### config.mk
export PLATFORM = sky130hd
export DESIGN_NAME = prd_sg_builder
export DESIGN_NICKNAME = d
export VERILOG_FILES = /design/src/rtl/prd_pkg.sv /design/src/rtl/prd_chunker.sv /design/src/rtl/prd_entry_fmt.sv /design/src/rtl/prd_sg_builder.sv
export SDC_FILE = /design/constraint.sdc
export NUM_CORES = 1
export LEC_CHECK = 0
export BUFFER_PORTS_ARGS = -buffer_cell sky130_fd_sc_hd__buf_2
export CORE_UTILIZATION = 53
export DETAILED_ROUTE_END_ITERATION = 8
export GPL_TIMING_DRIVEN = 0
export PLACE_DENSITY_LB_ADDON = 0.15
export SETUP_SLACK_MARGIN = 0.4
export SYNTH_ARGS = -nofsm -noshare
export SYNTH_HDL_FRONTEND = slang
export SYNTH_SLANG_ARGS = --single-unit
### constraint.sdc
create_clock -name clk -period 6 [get_ports clk]
set_clock_uncertainty 0.2 [all_clocks]
set_input_delay 0.6 -clock clk [delete_from_list [all_inputs] [get_ports clk]]
set_output_delay 0.6 -clock clk [all_outputs]
set_load 0.01 [all_outputs]
### src/rtl/prd_pkg.sv
package prd_pkg;
  typedef enum logic [1:0] {
    ERR_NONE     = 2'd0,
    ERR_OVERFLOW = 2'd1,
    ERR_EMPTY    = 2'd2,
    ERR_ALIGN    = 2'd3
  } prd_err_e;

  typedef enum logic [1:0] {
    ST_RUN,
    ST_FLUSH,
    ST_SKIP,
    ST_DONE
  } prd_state_e;

  localparam logic [16:0] WINDOW_BYTES = 17'h10000;
  localparam logic [16:0] HALF_BYTES   = 17'h08000;
endpackage

### src/rtl/prd_chunker.sv
module prd_chunker #(
  parameter int LEN_W = 20
) (
  input  logic [15:0]      addr_lo,
  input  logic [LEN_W-1:0] rem,
  input  logic             alt_mode,
  output logic [16:0]      bytes,
  output logic             seg_end
);
  import prd_pkg::*;

  localparam int CW = (LEN_W > 17) ? LEN_W : 17;

  logic [16:0]   room;
  logic [CW-1:0] rem_w;
  logic [CW-1:0] room_w;
  logic [16:0]   take;

  always_comb begin
    room   = WINDOW_BYTES - {1'b0, addr_lo};
    rem_w  = CW'(rem);
    room_w = CW'(room);
    take   = (rem_w < room_w) ? rem_w[16:0] : room;
    if (!alt_mode && take == WINDOW_BYTES)
      bytes = HALF_BYTES;
    else
      bytes = take;
    seg_end = (CW'(bytes) == rem_w);
  end
endmodule

### src/rtl/prd_entry_fmt.sv
module prd_entry_fmt (
  input  logic [16:0] bytes,
  input  logic        eot,
  input  logic        alt_mode,
  output logic [31:0] word
);
  logic [14:0] quads_m1;

  always_comb begin
    quads_m1 = bytes[16:2] - 15'd1;
    if (alt_mode)
      word = {1'b0, quads_m1, 16'h0000};
    else
      word = {eot, 15'h0000, bytes[15:0]};
  end
endmodule

### src/rtl/prd_sg_builder.sv
module prd_sg_builder #(
  parameter int ADDR_W      = 32,
  parameter int LEN_W       = 20,
  parameter int MAX_ENTRIES = 256,
  localparam int CNT_W      = $clog2(MAX_ENTRIES + 1)
) (
  input  logic              clk,
  input  logic              rst_n,
  input  logic              alt_mode,
  input  logic              seg_valid,
  output logic              seg_ready,
  input  logic [ADDR_W-1:0] seg_addr,
  input  logic [LEN_W-1:0]  seg_len,
  input  logic              seg_last,
  output logic              ent_valid,
  input  logic              ent_ready,
  output logic [ADDR_W-1:0] ent_addr,
  output logic [31:0]       ent_word,
  output logic              res_valid,
  output logic [1:0]        res_err,
  output logic [CNT_W-1:0]  res_count
);
  import prd_pkg::*;

  prd_state_e        state;
  prd_err_e          err;
  logic              act;
  logic [ADDR_W-1:0] cur_addr;
  logic [LEN_W-1:0]  cur_rem;
  logic              cur_last;
  logic              hold_v;
  logic [ADDR_W-1:0] hold_addr;
  logic [16:0]       hold_bytes;
  logic              out_v;
  logic [ADDR_W-1:0] out_addr;
  logic [31:0]       out_word;
  logic [CNT_W-1:0]  count;
  logic              res_v;
  prd_err_e          res_e;
  logic [CNT_W-1:0]  res_c;

  logic [16:0] chunk_bytes;
  logic        chunk_end;
  logic [31:0] fmt_word;
  logic        out_free, seg_acc, len_bad, step, over, push_out;

  prd_chunker #(.LEN_W(LEN_W)) u_chunk (
    .addr_lo (cur_addr[15:0]),
    .rem     (cur_rem),
    .alt_mode(alt_mode),
    .bytes   (chunk_bytes),
    .seg_end (chunk_end)
  );

  prd_entry_fmt u_fmt (
    .bytes   (hold_bytes),
    .eot     (state == ST_FLUSH),
    .alt_mode(alt_mode),
    .word    (fmt_word)
  );

  always_comb begin
    out_free  = !out_v || ent_ready;
    seg_ready = (state == ST_RUN && !act) || (state == ST_SKIP);
    seg_acc   = seg_valid && seg_ready;
    len_bad   = alt_mode ? (seg_len[1:0] != 2'b00) : seg_len[0];
    step      = (state == ST_RUN) && act && (!hold_v || out_free);
    over      = step && (count == CNT_W'(MAX_ENTRIES));
    push_out  = (step && !over && hold_v) ||
                (state == ST_FLUSH && hold_v && out_free);
  end

  always_ff @(posedge clk) begin
    if (!rst_n) begin
      state      <= ST_RUN;
      err        <= ERR_NONE;
      act        <= 1'b0;
      cur_addr   <= '0;
      cur_rem    <= '0;
      cur_last   <= 1'b0;
      hold_v     <= 1'b0;
      hold_addr  <= '0;
      hold_bytes <= '0;
      out_v      <= 1'b0;
      out_addr   <= '0;
      out_word   <= '0;
      count      <= '0;
      res_v      <= 1'b0;
      res_e      <= ERR_NONE;
      res_c      <= '0;
    end else begin
      res_v <= 1'b0;
      if (push_out) begin
        out_v    <= 1'b1;
        out_addr <= hold_addr;
        out_word <= fmt_word;
      end else if (ent_ready) begin
        out_v <= 1'b0;
      end

      case (state)
        ST_RUN: begin
          if (seg_acc) begin
            if (len_bad) begin
              hold_v <= 1'b0;
              err    <= ERR_ALIGN;
              state  <= seg_last ? ST_DONE : ST_SKIP;
            end else begin
              act      <= (seg_len != '0);
              cur_addr <= seg_addr;
              cur_rem  <= seg_len;
              cur_last <= seg_last;
              if (seg_len == '0 && seg_last)
                state <= ST_FLUSH;
            end
          end else if (step) begin
            if (over) begin
              hold_v <= 1'b0;
              act    <= 1'b0;
              err    <= ERR_OVERFLOW;
              state  <= cur_last ? ST_DONE : ST_SKIP;
            end else begin
              hold_v     <= 1'b1;
              hold_addr  <= cur_addr;
              hold_bytes <= chunk_bytes;
              count      <= count + 1'b1;
              cur_addr   <= cur_addr + ADDR_W'(chunk_bytes);
              cur_rem    <= cur_rem - LEN_W'(chunk_bytes);
              if (chunk_end) begin
                act <= 1'b0;
                if (cur_last)
                  state <= ST_FLUSH;
              end
            end
          end
        end
        ST_FLUSH: begin
          if (!hold_v) begin
            err   <= ERR_EMPTY;
            state <= ST_DONE;
          end else if (out_free) begin
            hold_v <= 1'b0;
            state  <= ST_DONE;
          end
        end
        ST_SKIP: begin
          if (seg_acc && seg_last)
            state <= ST_DONE;
        end
        ST_DONE: begin
          if (!out_v) begin
            res_v <= 1'b1;
            res_e <= err;
            res_c <= (err == ERR_NONE) ? count : '0;
            count <= '0;
            err   <= ERR_NONE;
            state <= ST_RUN;
          end
        end
        default: state <= ST_RUN;
      endcase
    end
  end

  assign ent_valid = out_v;
  assign ent_addr  = out_addr;
  assign ent_word  = out_word;
  assign res_valid = res_v;
  assign res_err   = res_e;
  assign res_count = res_c;
endmodule

# Word level (Yosys, flattened, before mapping)
# Index checks and enable logic that the tools add are counted.
# word_totals
reg_bits,194
out_inout_bits,78
rom_bits,0
wordCells,142
latch_bits,0
mem_count,0
ram_bits,0
input_bits,58
# classes
n_lt_le_gt_ge,1
shift,0
addsub,5
n_reduce_logical,42
bitwise,4
n_mux,53
mul,0
n_eq_ne,21
div,0
# ops
op,n
two-way mux 32 bit,5
two-way mux 20 bit,4
two-way mux 9 bit,5
two-way mux 17 bit,2
adder 32 x 17 -> 32 bit,1
two-way mux 2 bit,16
equality test 17 x 20 -> 1 bit,1
logical NOT 20 bit,1
less-than comparator 20 x 17 -> 1 bit,1
nonzero test 20 bit,1
subtractor 20 x 17 -> 20 bit,1
one-hot mux 9 bit (2 select lines),1
equality test 17 bit (second input constant),1
two-way mux 1 bit,17
subtractor 17 x 16 -> 17 bit (first input constant),1
subtractor 15 x 1 -> 15 bit (second input constant),1
!= test 2 bit (second input constant),7
logical AND 1 bit,12
!= test 3 bit (second input constant),4
AND reduction 4 bit,3
nonzero test 2 bit,5
adder 9 x 1 -> 9 bit (second input constant),1
equality test 9 bit (second input constant),1
!= test 4 bit (second input constant),2
17 further kinds,32

# Longest topological paths before layout
# depth
depth_word,12
mapped_depth,26
mapped_depth_nobuf,24

# By module
# Synthesis repeated with hierarchy kept, for this count alone.
# unflattened
hier_cells,1563
hier_area_um2,11817.6
# modules_own_cells
module,seq_area_each_um2,area_per_inst_um2,cells_per_inst,instances
prd_sg_builder,3883.7,9865.7,1300,1
prd_chunker,0.0,1487.7,187,1
prd_entry_fmt,0.0,464.2,76,1

# Least setup slack after synthesis
# No wires, ideal clock.
# synth_path
path_type,flip-flop to flip-flop
from,reg cur_addr[0]
to,reg cur_addr[17]
t_arrival_ns,5.604
synth_period_minus_slack_ns,5.924
path_buffers,2
stages_incl_launch_ff,26
path_slack_ns,0.076
path_cell_list,dfxtp_1 > inv_1 > ha_1 > nor3b_1 > nand2_1 > nor4_1 > xnor2_1 > inv_1 > ha_1 > nand3_1 > or4_1 > o21ai_2 > o2111ai_4 > and2_1 > buf_6 > buf_8 > a21oi_1 > inv_1 > ha_1 > a211oi_1 > o21ai_0 > a21oi_1 > o21ai_1 > a2111oi_0 > nor4_1 > o31a_1
# synth_between
elab_chain_cells,10
# synth_lines
item,line_no,text
"start, declared",prd_sg_builder.sv:28,logic [ADDR_W-1:0] cur_addr;
"start signal, assigned",prd_sg_builder.sv:110,cur_addr <= seg_addr;
"start signal, assigned",prd_sg_builder.sv:127,cur_addr <= cur_addr + ADDR_W'(chunk_bytes);
subtractor 17 x 16 -> 17 bit *,prd_chunker.sv:20,"room = WINDOW_BYTES - {1'b0, addr_lo};"
less-than comparator 20 x 17 -> 1 bit,prd_chunker.sv:23,take = (rem_w < room_w) ? rem_w[16:0] : room;
two-way mux 17 bit *,prd_chunker.sv:23,
equality test 17 bit,prd_chunker.sv:24,if (!alt_mode && take == WINDOW_BYTES)
logical AND 1 bit,prd_chunker.sv:24,
two-way mux 17 bit *,prd_chunker.sv:24,
via chunk_bytes[1],prd_sg_builder.sv:42,logic [16:0] chunk_bytes;
adder 32 x 17 -> 32 bit *,prd_sg_builder.sv:127,
two-way mux 32 bit *,prd_sg_builder.sv:117,if (over) begin
two-way mux 32 bit *,prd_sg_builder.sv:116,end else if (step) begin
two-way mux 32 bit *,prd_sg_builder.sv:103,if (seg_acc) begin
# The timed path passes the listed nets; every way through them passes the cells marked *. The select of a mux whose other input is x is not followed.
# A chain may end at the register's enable or synchronous reset.

# Worst setup path in the final report
# layout_path
from,reg cur_addr[2]
to,reg cur_addr[24]
# The elaborated chain is that of the path after synthesis.

==> flow_metrics.tcl <==
set metrics [dict create \
    status "finished clean" \
    wl_met1_um 15800 \
    top_layer "met4" \
    post-dp-hpwl_um 26600 \
    final.min_clock_period_ns 5.70 \
    grt-ovfl-total 0 \
    final_cells 1876 \
    first_iter_violations 1251 \
    core_mm2 0.0198 \
    numCtsBuffers 17 \
    reg2reg_slack_ns 0.30 \
    synth.distinct_cells 77 \
    post-route-drc-count 0 \
    r2r-start "cur_addr[2]" \
    finalMaxSlewViolations 0 \
    initial_core_util_pct 54.9 \
    die-area_mm2 0.0211 \
    route.final.wire_length_um 37900 \
    relSlewSlack_pct 36.7 \
    synth_area_leader_cell "dfxtp_1" \
    end_kind "register" \
    avgSynthCellArea_um2 7.84 \
    reg2reg_to "cur_addr[24]" \
    grt_pass1_wl_um 57900 \
    antenna_found_initial 0 \
    syn_inst 1385 \
    seq_area_frac_synth_pct 35.8 \
    first_pass_iters 5 \
    hold_end "cur_addr[8]" \
    netlist_area_mm2 0.0109 \
    multi_input_area_mm2 0.00727 \
    met2_wirelength_um 16800 \
    clk_pin_slew_ns 0.09 \
    final_common_cell "nand2_1" \
    grt_max_degree 23 \
    critPathRequiredTime_ns 6.17 \
    fill_cells 1642 \
    critical_path_class "reg2reg" \
    critPathMaxStageDelay_ns 0.46 \
    ys_async_sr_fraction_pct 0 \
    layout_common_cells "nand2_1 (239), dfxtp_1 (185), a21oi_1 (148)" \
    hold_class "in2reg" \
    synth_edf_count 0 \
    routabilityCongestion 0.981 \
    via_count 11530 \
    ant_nets 0 \
    rows 51 \
    cp_data_arrival_time_ns 5.88 \
    cpMaxStageDelayCell "or4_4" \
    wl_per_cell_um 20.2 \
    die_x_um 145 \
    cts_tree "yes" \
    yosys_warnings 0 \
    syn-num-nets 1504 \
    area_growth_pct 27.4 \
    setup_viol 0 \
    diodes 0 \
    ff_latch_area_mm2 0.00391 \
    grt_pass1_vias 10493 \
    port_buffers 135 \
    pin_count 136 \
    max_clock_freq_ghz 0.175 \
    synth-seq-cells 194 \
    grt_use_total_pct 34.9 \
    finalCritPeriodShare_pct 95.1 \
    tns_ns 0 \
    finalNetCount 1717 \
    htree_levels 4 \
    fin_util_pct 70.0 \
    netlist_top_cells_area "dfxtp_1 (36%), nand2_1 (8.4%), a21oi_1 (7.2%)" \
    crit_top_cell "o21ai_4" \
    rsz0062_at_grt "yes" \
    drive_above_1_share_pct 23.5 \
    r2r_cells 25 \
    dp.cells 1785 \
    dieHeight_um 145 \
    clockBufferDepth 2 \
    avgViaCountPerCell 6.15 \
    hold-path-cell-count 3 \
    critPathBufInv 5 \
    cts-root-buf "clkbuf_16" \
    worstPathMaxFanout 6 \
    cp-start-kind "register" \
    wl_met3_um 4050 \
    critical-path-top-delay-family "simple AND/OR/NAND/NOR gates" \
    worst_slew_pin_slew_ns 0.942 \
    hp-start "seg_addr[8]" \
    drv_cap 0 \
    cts_sinks 194 \
    hold_violations 0 \
    synth_top_cell_area_share_pct 35.8 \
    insertion_delay_ns 0.45 \
    synthFlopType "dfxtp_1" \
]
-- repair_timing --
item                                    CTS  global route
hold buffers                              0             0
buffers inserted                         33            24
cloned                                    2             0
endpoints found under the setup margin   47            42
pin swaps                                31            51
gates resized for setup                 103            66
-- per-stage QoR --
stage / instance area, µm² / worst slack, ns / hold WS (ns)
after floorplan: 10900 / 0.389 / 0.232
after global placement: 11900 / -0.904 / 0.237
after detailed placement: 11900 / -0.920 / 0.242
after CTS: 13400 / 0.322 / 0.186
after global routing: 13800 / 0.0979 / 0.195
final: 13800 / 0.297 / 0.187
-- sequential cells by signal (all words and copies together) (netlist names) --
| register | count |
|---|---|
| ent_word | 32 |
| cur_addr | 32 |
| res_valid | 1 |
| hold_v | 1 |
| cur_rem | 20 |
| count | 9 |
| ent_addr | 32 |
| hold_bytes | 17 |
| res_err | 2 |
| res_count | 9 |
| state | 2 |
| ent_valid | 1 |
| hold_addr | 32 |
| cur_last | 1 |
| err | 2 |
| act | 1 |
-- routing by layer --
| metal | global-route usage (%) | vias to the layer above |
|---|---|---|
| li1 | - | 5391 |
| met5 | 0 | - |
| met4 | 14.6 | 0 |
| met3 | 5.91 | 120 |
| met1 | 47.4 | 5337 |
| met2 | 54.6 | 682 |
-- cells in the mapped netlist, types with 21 or more instances --
cell and n:
xnor2_1 32, dfxtp_1 194, a211oi_1 25, nand2_1 243, a21oi_1 157, clkbuf_1 58
nand3_1 42, a22oi_1 21, nor2_1 116, inv_1 45, ha_1 59, nor3_1 24
o21ai_0 49
-- kinds of logic (layout without fill, tap and decap cells) --
logic type / after synthesis / count (layout) / share of synthesized area [%]
xor gates and xnor gates: 51 / 51 / 4.11
adders and majority gates: 61 / 61 / 7.17
buffers and inverters: 128 / 354 / 4.74
muxes: 15 / 15 / 1.50
DFF: 194 / 194 / 35.8
AOI/OAI and AO/OA: 390 / 390 / 23.6
and+or+nand+nor: 546 / 546 / 23.1
-- layout make-up --
type,instances,area share (%)
Tap cell,265,2.40
Clock inverter,15,1.39
Clock buffer,17,3.07
Sequential cell,194,28.2
Inverter,46,1.27
Buffer,82,2.59
Multi-Input combinational cell,1063,52.6
Timing Repair Buffer,194,8.47
-- how the worst max path moves through the flow --
stage | start | endpoint | slack, ns | cells past startpoint
2_1_floorplan | cur_addr[0] | cur_addr[17] | 0.39 | 25
3_3_place_gp | cur_addr[0] | cur_addr[30] | -0.90 | 25
3_5_place_dp | cur_addr[0] | cur_addr[30] | -0.92 | 25
4_1_cts | cur_addr[0] | cur_rem[18] | 0.32 | 26
5_1_grt | cur_addr[0] | cur_addr[30] | 0.1 | 29
6_report | cur_addr[2] | cur_addr[24] | 0.30 | 25
-- worst min-delay path, cell delays in order --
cell and delay [ns]:
buf_2 0.09, nand2_1 0.04, a311oi_1 0.07
Power is not shown: default switching activity piles up to over one toggle a cycle in this logic, so the estimate is an artifact.
